File: src/rtl/bm_pkg.sv
package bm_pkg;
  // register layout inside one channel's bank
  localparam int BANK_BYTES = 8;
  localparam int PTR_BYTES  = 4;
  localparam int PTR_W      = 8 * PTR_BYTES;
  localparam logic [2:0] OFF_CMD = 3'd0;
  localparam logic [2:0] OFF_STS = 3'd2;
  localparam logic [2:0] OFF_PTR = 3'd4;

  // command bits
  localparam int CMD_RUN = 0;
  localparam int CMD_DIR = 3;
  // status bits
  localparam int STS_ACT = 0;
  localparam int STS_ERR = 1;
  localparam int STS_INT = 2;
  localparam logic [7:0] STS_RESET = 8'h60;

  typedef enum logic [1:0] {
    SZ_BYTE = 2'd0,
    SZ_HALF = 2'd1,
    SZ_WORD = 2'd2
  } xfer_size_e;
endpackage

File: src/rtl/bm_chan.sv
module bm_chan
  import bm_pkg::*;
(
  input  logic             clk,
  input  logic             rst,
  input  logic             cmd_we,
  input  logic             sts_we,
  input  logic             ptr_we,
  input  logic [7:0]       wbyte,
  input  logic [PTR_W-1:0] wword,
  input  logic             done,
  output logic [7:0]       cmd_q,
  output logic [7:0]       sts_q,
  output logic [PTR_W-1:0] ptr_q,
  output logic             int_next,
  output logic             start_p,
  output logic             abort_p,
  output logic [PTR_W-1:0] start_ptr
);
  logic [7:0]       cmd_n;
  logic [7:0]       sts_n;
  logic [PTR_W-1:0] ptr_n;
  logic             go;
  logic             stop;

  // a completion in the same cycle suppresses both edges of start/stop
  assign go   = cmd_we & ~cmd_q[CMD_RUN] &  wbyte[CMD_RUN] & ~done;
  assign stop = cmd_we &  cmd_q[CMD_RUN] & ~wbyte[CMD_RUN] & ~done;

  always_comb begin
    cmd_n = cmd_q;
    if (cmd_we) begin
      cmd_n = wbyte;
      if (cmd_q[CMD_RUN]) cmd_n[CMD_DIR] = cmd_q[CMD_DIR];
    end
    if (done) cmd_n[CMD_RUN] = 1'b0;
  end

  always_comb begin
    sts_n = sts_q;
    if (sts_we) begin
      sts_n          = wbyte;
      sts_n[STS_ACT] = sts_q[STS_ACT];
      sts_n[STS_ERR] = sts_q[STS_ERR] & ~wbyte[STS_ERR];
      sts_n[STS_INT] = sts_q[STS_INT] & ~wbyte[STS_INT];
    end
    if (go)   sts_n[STS_ACT] = 1'b1;
    if (stop) sts_n[STS_ACT] = 1'b0;
    if (done) begin
      sts_n[STS_ACT] = 1'b0;
      sts_n[STS_INT] = 1'b1;
    end
  end

  always_comb begin
    ptr_n = ptr_q;
    if (ptr_we) ptr_n = {wword[PTR_W-1:2], 2'b00};
  end

  assign int_next = sts_n[STS_INT];

  always_ff @(posedge clk) begin
    if (rst) begin
      cmd_q     <= '0;
      sts_q     <= STS_RESET;
      ptr_q     <= '0;
      start_p   <= 1'b0;
      abort_p   <= 1'b0;
      start_ptr <= '0;
    end else begin
      cmd_q   <= cmd_n;
      sts_q   <= sts_n;
      ptr_q   <= ptr_n;
      start_p <= go;
      abort_p <= stop;
      if (go) start_ptr <= ptr_q;
    end
  end
endmodule

File: src/rtl/bm_rdmux.sv
module bm_rdmux #(
  parameter int NBYTES = 16,
  parameter int LANES  = 4,
  localparam int AW    = $clog2(NBYTES)
) (
  input  logic [NBYTES-1:0][7:0] img,
  input  logic [AW-1:0]          addr,
  output logic [LANES*8-1:0]     data
);
  logic [AW:0] idx [LANES];

  for (genvar i = 0; i < LANES; i++) begin : g_lane
    assign idx[i] = {1'b0, addr} + (AW+1)'(i);
    always_comb begin
      data[i*8 +: 8] = 8'h00;
      if (idx[i] < (AW+1)'(NBYTES)) data[i*8 +: 8] = img[idx[i][AW-1:0]];
    end
  end
endmodule

File: src/rtl/bm_regfile.sv
module bm_regfile
  import bm_pkg::*;
#(
  parameter int NCH = 2,
  parameter int DW  = 32,
  localparam int NBYTES = NCH * BANK_BYTES,
  localparam int AW     = $clog2(NBYTES)
) (
  input  logic               clk,
  input  logic               rst,
  input  logic               bm_enable,
  input  logic               wr_en,
  input  logic               rd_en,
  input  logic [AW-1:0]      addr,
  input  logic [1:0]         wr_size,
  input  logic [DW-1:0]      wr_data,
  input  logic [NCH-1:0]     dma_done,
  output logic [DW-1:0]      rd_data,
  output logic [NCH-1:0]     start_pulse,
  output logic [NCH-1:0]     abort_pulse,
  output logic [NCH*PTR_W-1:0] start_ptr,
  output logic               irq
);
  logic [NCH-1:0][7:0]       cmd_all;
  logic [NCH-1:0][7:0]       sts_all;
  logic [NCH-1:0][PTR_W-1:0] ptr_all;
  logic [NCH-1:0]            int_nx;
  logic [NBYTES-1:0][7:0]    img;
  logic [DW-1:0]             rd_mux;
  logic                      wr_ok;
  logic [2:0]                off;

  assign wr_ok = wr_en & bm_enable;
  assign off   = addr[2:0];

  for (genvar c = 0; c < NCH; c++) begin : g_ch
    logic sel;
    if (NCH > 1) begin : g_dec
      assign sel = (addr[AW-1:3] == (AW-3)'(c));
    end else begin : g_one
      assign sel = 1'b1;
    end

    bm_chan u_chan (
      .clk       (clk),
      .rst       (rst),
      .cmd_we    (wr_ok & sel & (off == OFF_CMD) & (wr_size == SZ_BYTE)),
      .sts_we    (wr_ok & sel & (off == OFF_STS) & (wr_size == SZ_BYTE)),
      .ptr_we    (wr_ok & sel & (off == OFF_PTR) & (wr_size == SZ_WORD)),
      .wbyte     (wr_data[7:0]),
      .wword     (wr_data[PTR_W-1:0]),
      .done      (dma_done[c]),
      .cmd_q     (cmd_all[c]),
      .sts_q     (sts_all[c]),
      .ptr_q     (ptr_all[c]),
      .int_next  (int_nx[c]),
      .start_p   (start_pulse[c]),
      .abort_p   (abort_pulse[c]),
      .start_ptr (start_ptr[c*PTR_W +: PTR_W])
    );

    // byte image of this channel's bank
    assign img[c*BANK_BYTES + 0] = cmd_all[c];
    assign img[c*BANK_BYTES + 1] = 8'h00;
    assign img[c*BANK_BYTES + 2] = sts_all[c];
    assign img[c*BANK_BYTES + 3] = 8'h00;
    for (genvar b = 0; b < PTR_BYTES; b++) begin : g_pb
      assign img[c*BANK_BYTES + 4 + b] = ptr_all[c][b*8 +: 8];
    end
  end

  bm_rdmux #(.NBYTES(NBYTES), .LANES(DW/8)) u_rdmux (
    .img  (img),
    .addr (addr),
    .data (rd_mux)
  );

  always_ff @(posedge clk) begin
    if (rst) begin
      rd_data <= '0;
      irq     <= 1'b0;
    end else begin
      if (rd_en) rd_data <= rd_mux;
      irq <= |int_nx;
    end
  end
endmodule

File: config.mk
export PLATFORM = sky130hd
export DESIGN_NAME = bm_regfile
export DESIGN_NICKNAME = d
export VERILOG_FILES = /design/src/rtl/bm_pkg.sv /design/src/rtl/bm_chan.sv /design/src/rtl/bm_rdmux.sv /design/src/rtl/bm_regfile.sv
export SDC_FILE = /design/constraint.sdc
export NUM_CORES = 1
export LEC_CHECK = 0
export ABC_AREA = 1
export BUFFER_PORTS_ARGS = -buffer_cell sky130_fd_sc_hd__buf_4
export CORE_AREA = 2 2 140 142
export DETAILED_ROUTE_END_ITERATION = 10
export DIE_AREA = 0 0 142 144
export PLACE_DENSITY_LB_ADDON = 0.08
export SLEW_MARGIN = 20
export SYNTH_ARGS = -nofsm -noshare
export SYNTH_HDL_FRONTEND = slang
export SYNTH_SLANG_ARGS = --single-unit
File: constraint.sdc
create_clock -name clk -period 2.4 [get_ports clk]
set_clock_uncertainty 0.2 [all_clocks]
set_input_delay 0.12 -clock clk [delete_from_list [all_inputs] [get_ports clk]]
set_output_delay 0.12 -clock clk [all_outputs]
set_load 0.05 [all_outputs]
Yosys cells after proc, flatten, opt, wreduce, memory -nomap -nowiden
Index checks and enable logic that the tools add are counted.
{"block": "totals", "register_bits": 189, "latch_bits": 0, "ram_bits": 0, "romBits": 0, "input_bits": 45, "n_memories": 0}
{"block": "op_classes", "add_sub_neg": 3, "mul": 0, "n_div": 0, "order_cmp": 8, "eq_ne": 3, "n_shift": 0, "muxes": 18, "n_bitwise": 39, "reduce_logical": 9}
{"cell": "$bmux 8 s4", "count": 4}
{"cell": "$mux 8", "count": 8}
{"cell": "$and 1x1->1", "count": 31}
{"cell": "$lt 4x5->1 const B", "count": 5}
{"cell": "$lt 5x5->1 const B", "count": 3}
{"cell": "$add 4x2->5 const B", "count": 2}
{"cell": "$not 1->1", "count": 8}
{"cell": "$mux 3", "count": 2}
{"cell": "$reduce_or 2->1", "count": 3}
{"cell": "$reduce_or 3->1", "count": 2}
{"cell": "$add 4x1->5 const B", "count": 1}
{"cell": "$mux 1", "count": 4}
{"cell": "$reduce_and 2->1", "count": 2}
{"cell": "$eq 3x2->1 const B", "count": 1}
{"cell": "$eq 3x3->1 const B", "count": 1}
{"cell": "$logic_not 3->1", "count": 1}
{"cell": "$eq 2x2->1 const B", "count": 1}
{"cell": "$logic_not 2->1", "count": 1}

Depth between registers and ports, before layout
{"block": "depth", "word_depth": 8, "ltp_mapped": 13}

Modules after synthesis
A second synthesis with hierarchy kept.
{"block": "unflattened", "cells_unflattened": 1863, "hier_area_um2": 11499.8}
{"module": "bm_chan", "instances": 2, "cells_each": 382, "area_each_um2": 2931.6, "seq_area_each_um2": 1561.5}
{"module": "bm_rdmux", "instances": 1, "cells_each": 939, "area_each_um2": 4289.1, "seq_area_each_um2": 0.0}
{"module": "bm_regfile", "instances": 1, "cells_each": 160, "area_each_um2": 1347.5, "seq_area_each_um2": 660.6}

Worst setup path after synthesis
No wires, ideal clock.
{"block": "synth_path", "path_kind": "input to register", "start": "input addr[1]", "end": "register rd_data[26]", "setup_ps": 132, "t_arrival_ps": 1751, "required_time_ps": 2068, "setup_slack_ps": 317, "cell_stages": 11, "cell_sequence": "buf_2 -> inv_2 -> clkbuf_1 -> ha_1 -> inv_2 -> clkbuf_1 -> nand3_1 -> nand3_1 -> nand3_1 -> nand3_1 -> a21oi_1"}
{"block": "synth_between", "elab_chain_len": 4, "word_cells_on_any_way": 5}
{"element": "from (decl)", "line_no": "bm_regfile.sv:14", "text": "input logic [AW-1:0] addr,"}
{"element": "$add 4x2->5 (*)", "line_no": "bm_rdmux.sv:13", "text": "assign idx[i] = {1'b0, addr} + (AW+1)'(i);"}
{"element": "$bmux 8 s4", "line_no": "bm_rdmux.sv:16", "text": "if (idx[i] < (AW+1)'(NBYTES)) data[i*8 +: 8] = img[idx[i][AW-1:0]];"}
{"element": "$mux 8 (implied by the code)", "line_no": "bm_rdmux.sv:16"}
{"element": "$mux 8 (*)", "line_no": "bm_rdmux.sv:16"}
{"element": "to (signal assigned)", "line_no": "bm_regfile.sv:83", "text": "if (rd_en) rd_data <= rd_mux;"}
{"element": "to (decl)", "line_no": "bm_regfile.sv:18", "text": "output logic [DW-1:0] rd_data,"}
Every way passes the cells marked *; elsewhere a longest branch is shown, timed or not. The select of a mux whose other input is x is not followed.
A chain may end at the register's enable or synchronous reset.

Final worst setup path
{"block": "layout_path", "start": "input wr_size[1]", "end": "register irq"}
{"block": "layout_between", "elab_chain_len": 5, "word_cells_on_any_way": 8}
{"element": "from (decl)", "line_no": "bm_regfile.sv:15", "text": "input logic [1:0] wr_size,"}
{"element": "$logic_not 2->1 (*)", "line_no": "bm_regfile.sv:48", "text": ".sts_we (wr_ok & sel & (off == OFF_STS) & (wr_size == SZ_BYTE)),"}
{"element": "$and 1x1->1", "line_no": "bm_regfile.sv:48"}
{"element": "$mux 3", "line_no": "bm_chan.sv:41", "text": "if (sts_we) begin"}
{"element": "$mux 1", "line_no": "bm_chan.sv:49", "text": "if (done) begin"}
{"element": "$reduce_or 2->1 (*)", "line_no": "bm_regfile.sv:84", "text": "irq <= |int_nx;"}
{"element": "to (signal assigned)", "line_no": "bm_regfile.sv:84"}
{"element": "to (decl)", "line_no": "bm_regfile.sv:22", "text": "output logic irq"}
Marks and branches as above.

==> results.toml <==
[clocking]
cts_tree = "done"
clock_path_buffers = 2
cts-root-buf = "clkbuf_16"
htree_levels = 4
cts_inserted_buffers = 17
clk_latency_ps = 450
cts.sinks = 189
cts.clk_slew.worst_paths_ps = 80

[logic_synthesis]
yosys-top-cells-count = "nand2_1 (413), nand3_1 (324), nor2_1 (222)"
synthTopCellsByArea = "dfxtp_1 (37%), nand3_1 (16%), nand2_1 (15%)"
yosysSeqAreaShare_pct = 36.67
synth_area_per_cell_um2 = 6.303
syn_area_um2 = 10320
synth.ff_latch_count = 189
synthCells = 1637
synthFlopType = "dfxtp_1"
ys_types = 33
synth-async-reset-ratio_pct = 0
synth_top_area_cell = "dfxtp_1"
synth-edff-count = 0
synth_warnings = 0
synth.most_common_cell = "nand2_1"
synth_top_area_share_pct = 36.67

[sta]
fin_crit_sh_pct = 95.23
hold_viol = 0
setup_violations = 0
min_period_ps = 2285
worst_pin_slew_ps = 718.3
fin_ws_ps = 114.6
setup_tns_ps = 0
clock.fmax_ghz = 0.4376
slew_headroom_pct = 52.11
rsz0062_at_grt = "no"
slew_viol_final = 0

[worst_hold_path]
min_from = "wr_en"
worst_hold_path_type = "input port to register"

[critical_path]
worst-setup-path-type = "input port to register"
worstSetupEndpointType = "register"
crit_arrival_ps = 2410
startpoint = "wr_size[1]"
startpoint_type = "input port"
crit_required_ps = 2520
worstPathMaxFanout = 7
reg2reg_from = "g_ch[1].u_chan.cmd_q[0]$_SDFFE_PP0N_"

[global_routing]
grtUsageTotal_pct = 39.85
grt_pass1_vias = 10410
grt_pass1_wl_um = 61130
grt_overflow = 0
antenna_found_initial = 0
grt_max_degree = 70

[drt]
wl_per_cell_um = 20.29
drc_errors = 0
dr.pass1.iters = 7
num_vias = 11910
drtIter0Drc = 1854
wl_um = 40670
antenna_left = 0
vias_per_cell = 5.941

[pwr]
ir_drop_v = 0.0004945
p_leak_nw = 5.805
pwr_density_cell_nw_per_um2 = 609.4

[cells_and_area]
final.fill_count = 1756
drive_gt1_share_pct = 12.96
diodes = 0
area_growth_pct = 20.55
fin_nets = 1805

[floorplan]
die_x_um = 142
dieArea_um2 = 20450
rows = 51
design.core.area_um2 = 19080
start_util_pct = 54.08
die_h_um = 144
ios = 146

[outcome]
outcome = "finished clean"

[placement]
hpwl_um = 28020
dp_slack_ps = 158.7
globalplace.congestion = 0.9951
io_buffers = 141

[flow_run]
maxCapViolations = 0
## flip-flops by register name, summed over array words and instances, names as in the netlist
register	count
g_ch.u_chan.ptr_q	60
g_ch.u_chan.abort_p	2
g_ch.u_chan.start_p	2
g_ch.u_chan.start_ptr	60
rd_data	32
g_ch.u_chan.sts_q	16
irq	1
g_ch.u_chan.cmd_q	16
## report_power, final
part	switching, W	internal (W)	leakage (nW)
Sequential	0.0000422	0.00318	1.53
Clock	0.00152	0.00157	0.312
Combinational	0.000855	0.000417	3.97
Total	0.00241	0.00517	5.81
## worst max-delay path, stage by stage
cell and delay, ps:
dlygate4sd3_1 540, buf_4 140, nor2_2 210, nand3_1 220, nor2_4 280, nand2_1 80
a21oi_1 140, dlygate4sd3_1 610, a21oi_1 70
## routing by layer
layer / vias to the layer above / wire [um] / GRT usage, %
li1: 5554 / - / -
met1: 5414 / 16480 / 54.33
met2: 804 / 17690 / 60.92
met3: 140 / 4649 / 9.106
met4: 0 / 1857 / 16.63
met5: - / 0 / 0
## path summary, 6_finish.rpt
path,endpoint,slack [ps],cells after the start
worst max register to register,g_ch[1].u_chan.start_ptr[27]$_SDFFE_PP0P_,500,6
worst min register to register,g_ch[0].u_chan.start_ptr[20]$_SDFFE_PP0P_,250,2
worst min-delay path,g_ch[0].u_chan.sts_q[5]$_SDFFE_PP1P_,3,4
worst max-delay path,irq$_SDFF_PP0_,110,9
## area by class of cell
class	count	area [um^2]	area share, %
tap	238	297.8	2.394
inverter	112	430.4	3.460
sequential	189	3784	30.42
multi-input combinational	1220	5508	44.28
clock buffer	18	439.2	3.530
clock inverter	14	203.9	1.640
timing repair buffer	214	1777	14.28
## kinds of logic (layout without fill, tap and decap cells)
group / after synthesis / count (layout) / synth area share [%]
simple gates: 981 / 981 / 41.07
buf+inv: 231 / 358 / 10.09
compound gates: 228 / 228 / 11.33
flops: 189 / 189 / 36.67
fa+ha+maj: 6 / 6 / 0.7275
other cells: 1 / 4 / 0.03634
xor+xnor: 1 / 1 / 0.08489
## cell usage in the layout (no fill, tap or decap), types with 9 or more instances in the layout
| master | n |
|---|---|
| nor2_1 | 222 |
| inv_1 | 101 |
| buf_4 | 166 |
| dlygate4sd3_1 | 43 |
| o21ai_0 | 104 |
| o21ai_1 | 33 |
| o211ai_1 | 9 |
| a21oi_1 | 80 |
| nand2_1 | 413 |
| clkbuf_16 | 17 |
| dfxtp_1 | 189 |
| nand3_1 | 324 |
## metrics by stage
step           total power (W)  hold slack (ps)  std cells  instance area (um^2)  util (%)
6_report              0.007580            3.208       2005                 12440     65.20
5_1_grt               0.007798            14.19       2005                 12440     65.20
4_1_cts               0.007547            1.458       2004                 12430     65.14
3_5_place_dp          0.004486            128.5       1929                 11350     59.51
3_3_place_gp          0.004486            131.4       1929                 11350     59.51
2_1_floorplan         0.004086           -1.526       1640                 10330         -
## timing repair
action / CTS / global route
hold buffers: 43 / 0
gates resized for setup: 0 / 1
hold endpoints to repair: 103 / 0
setup endpoints to repair: 0 / 1
buffers inserted: 0 / 1
(Power assumes the default switching activity.)
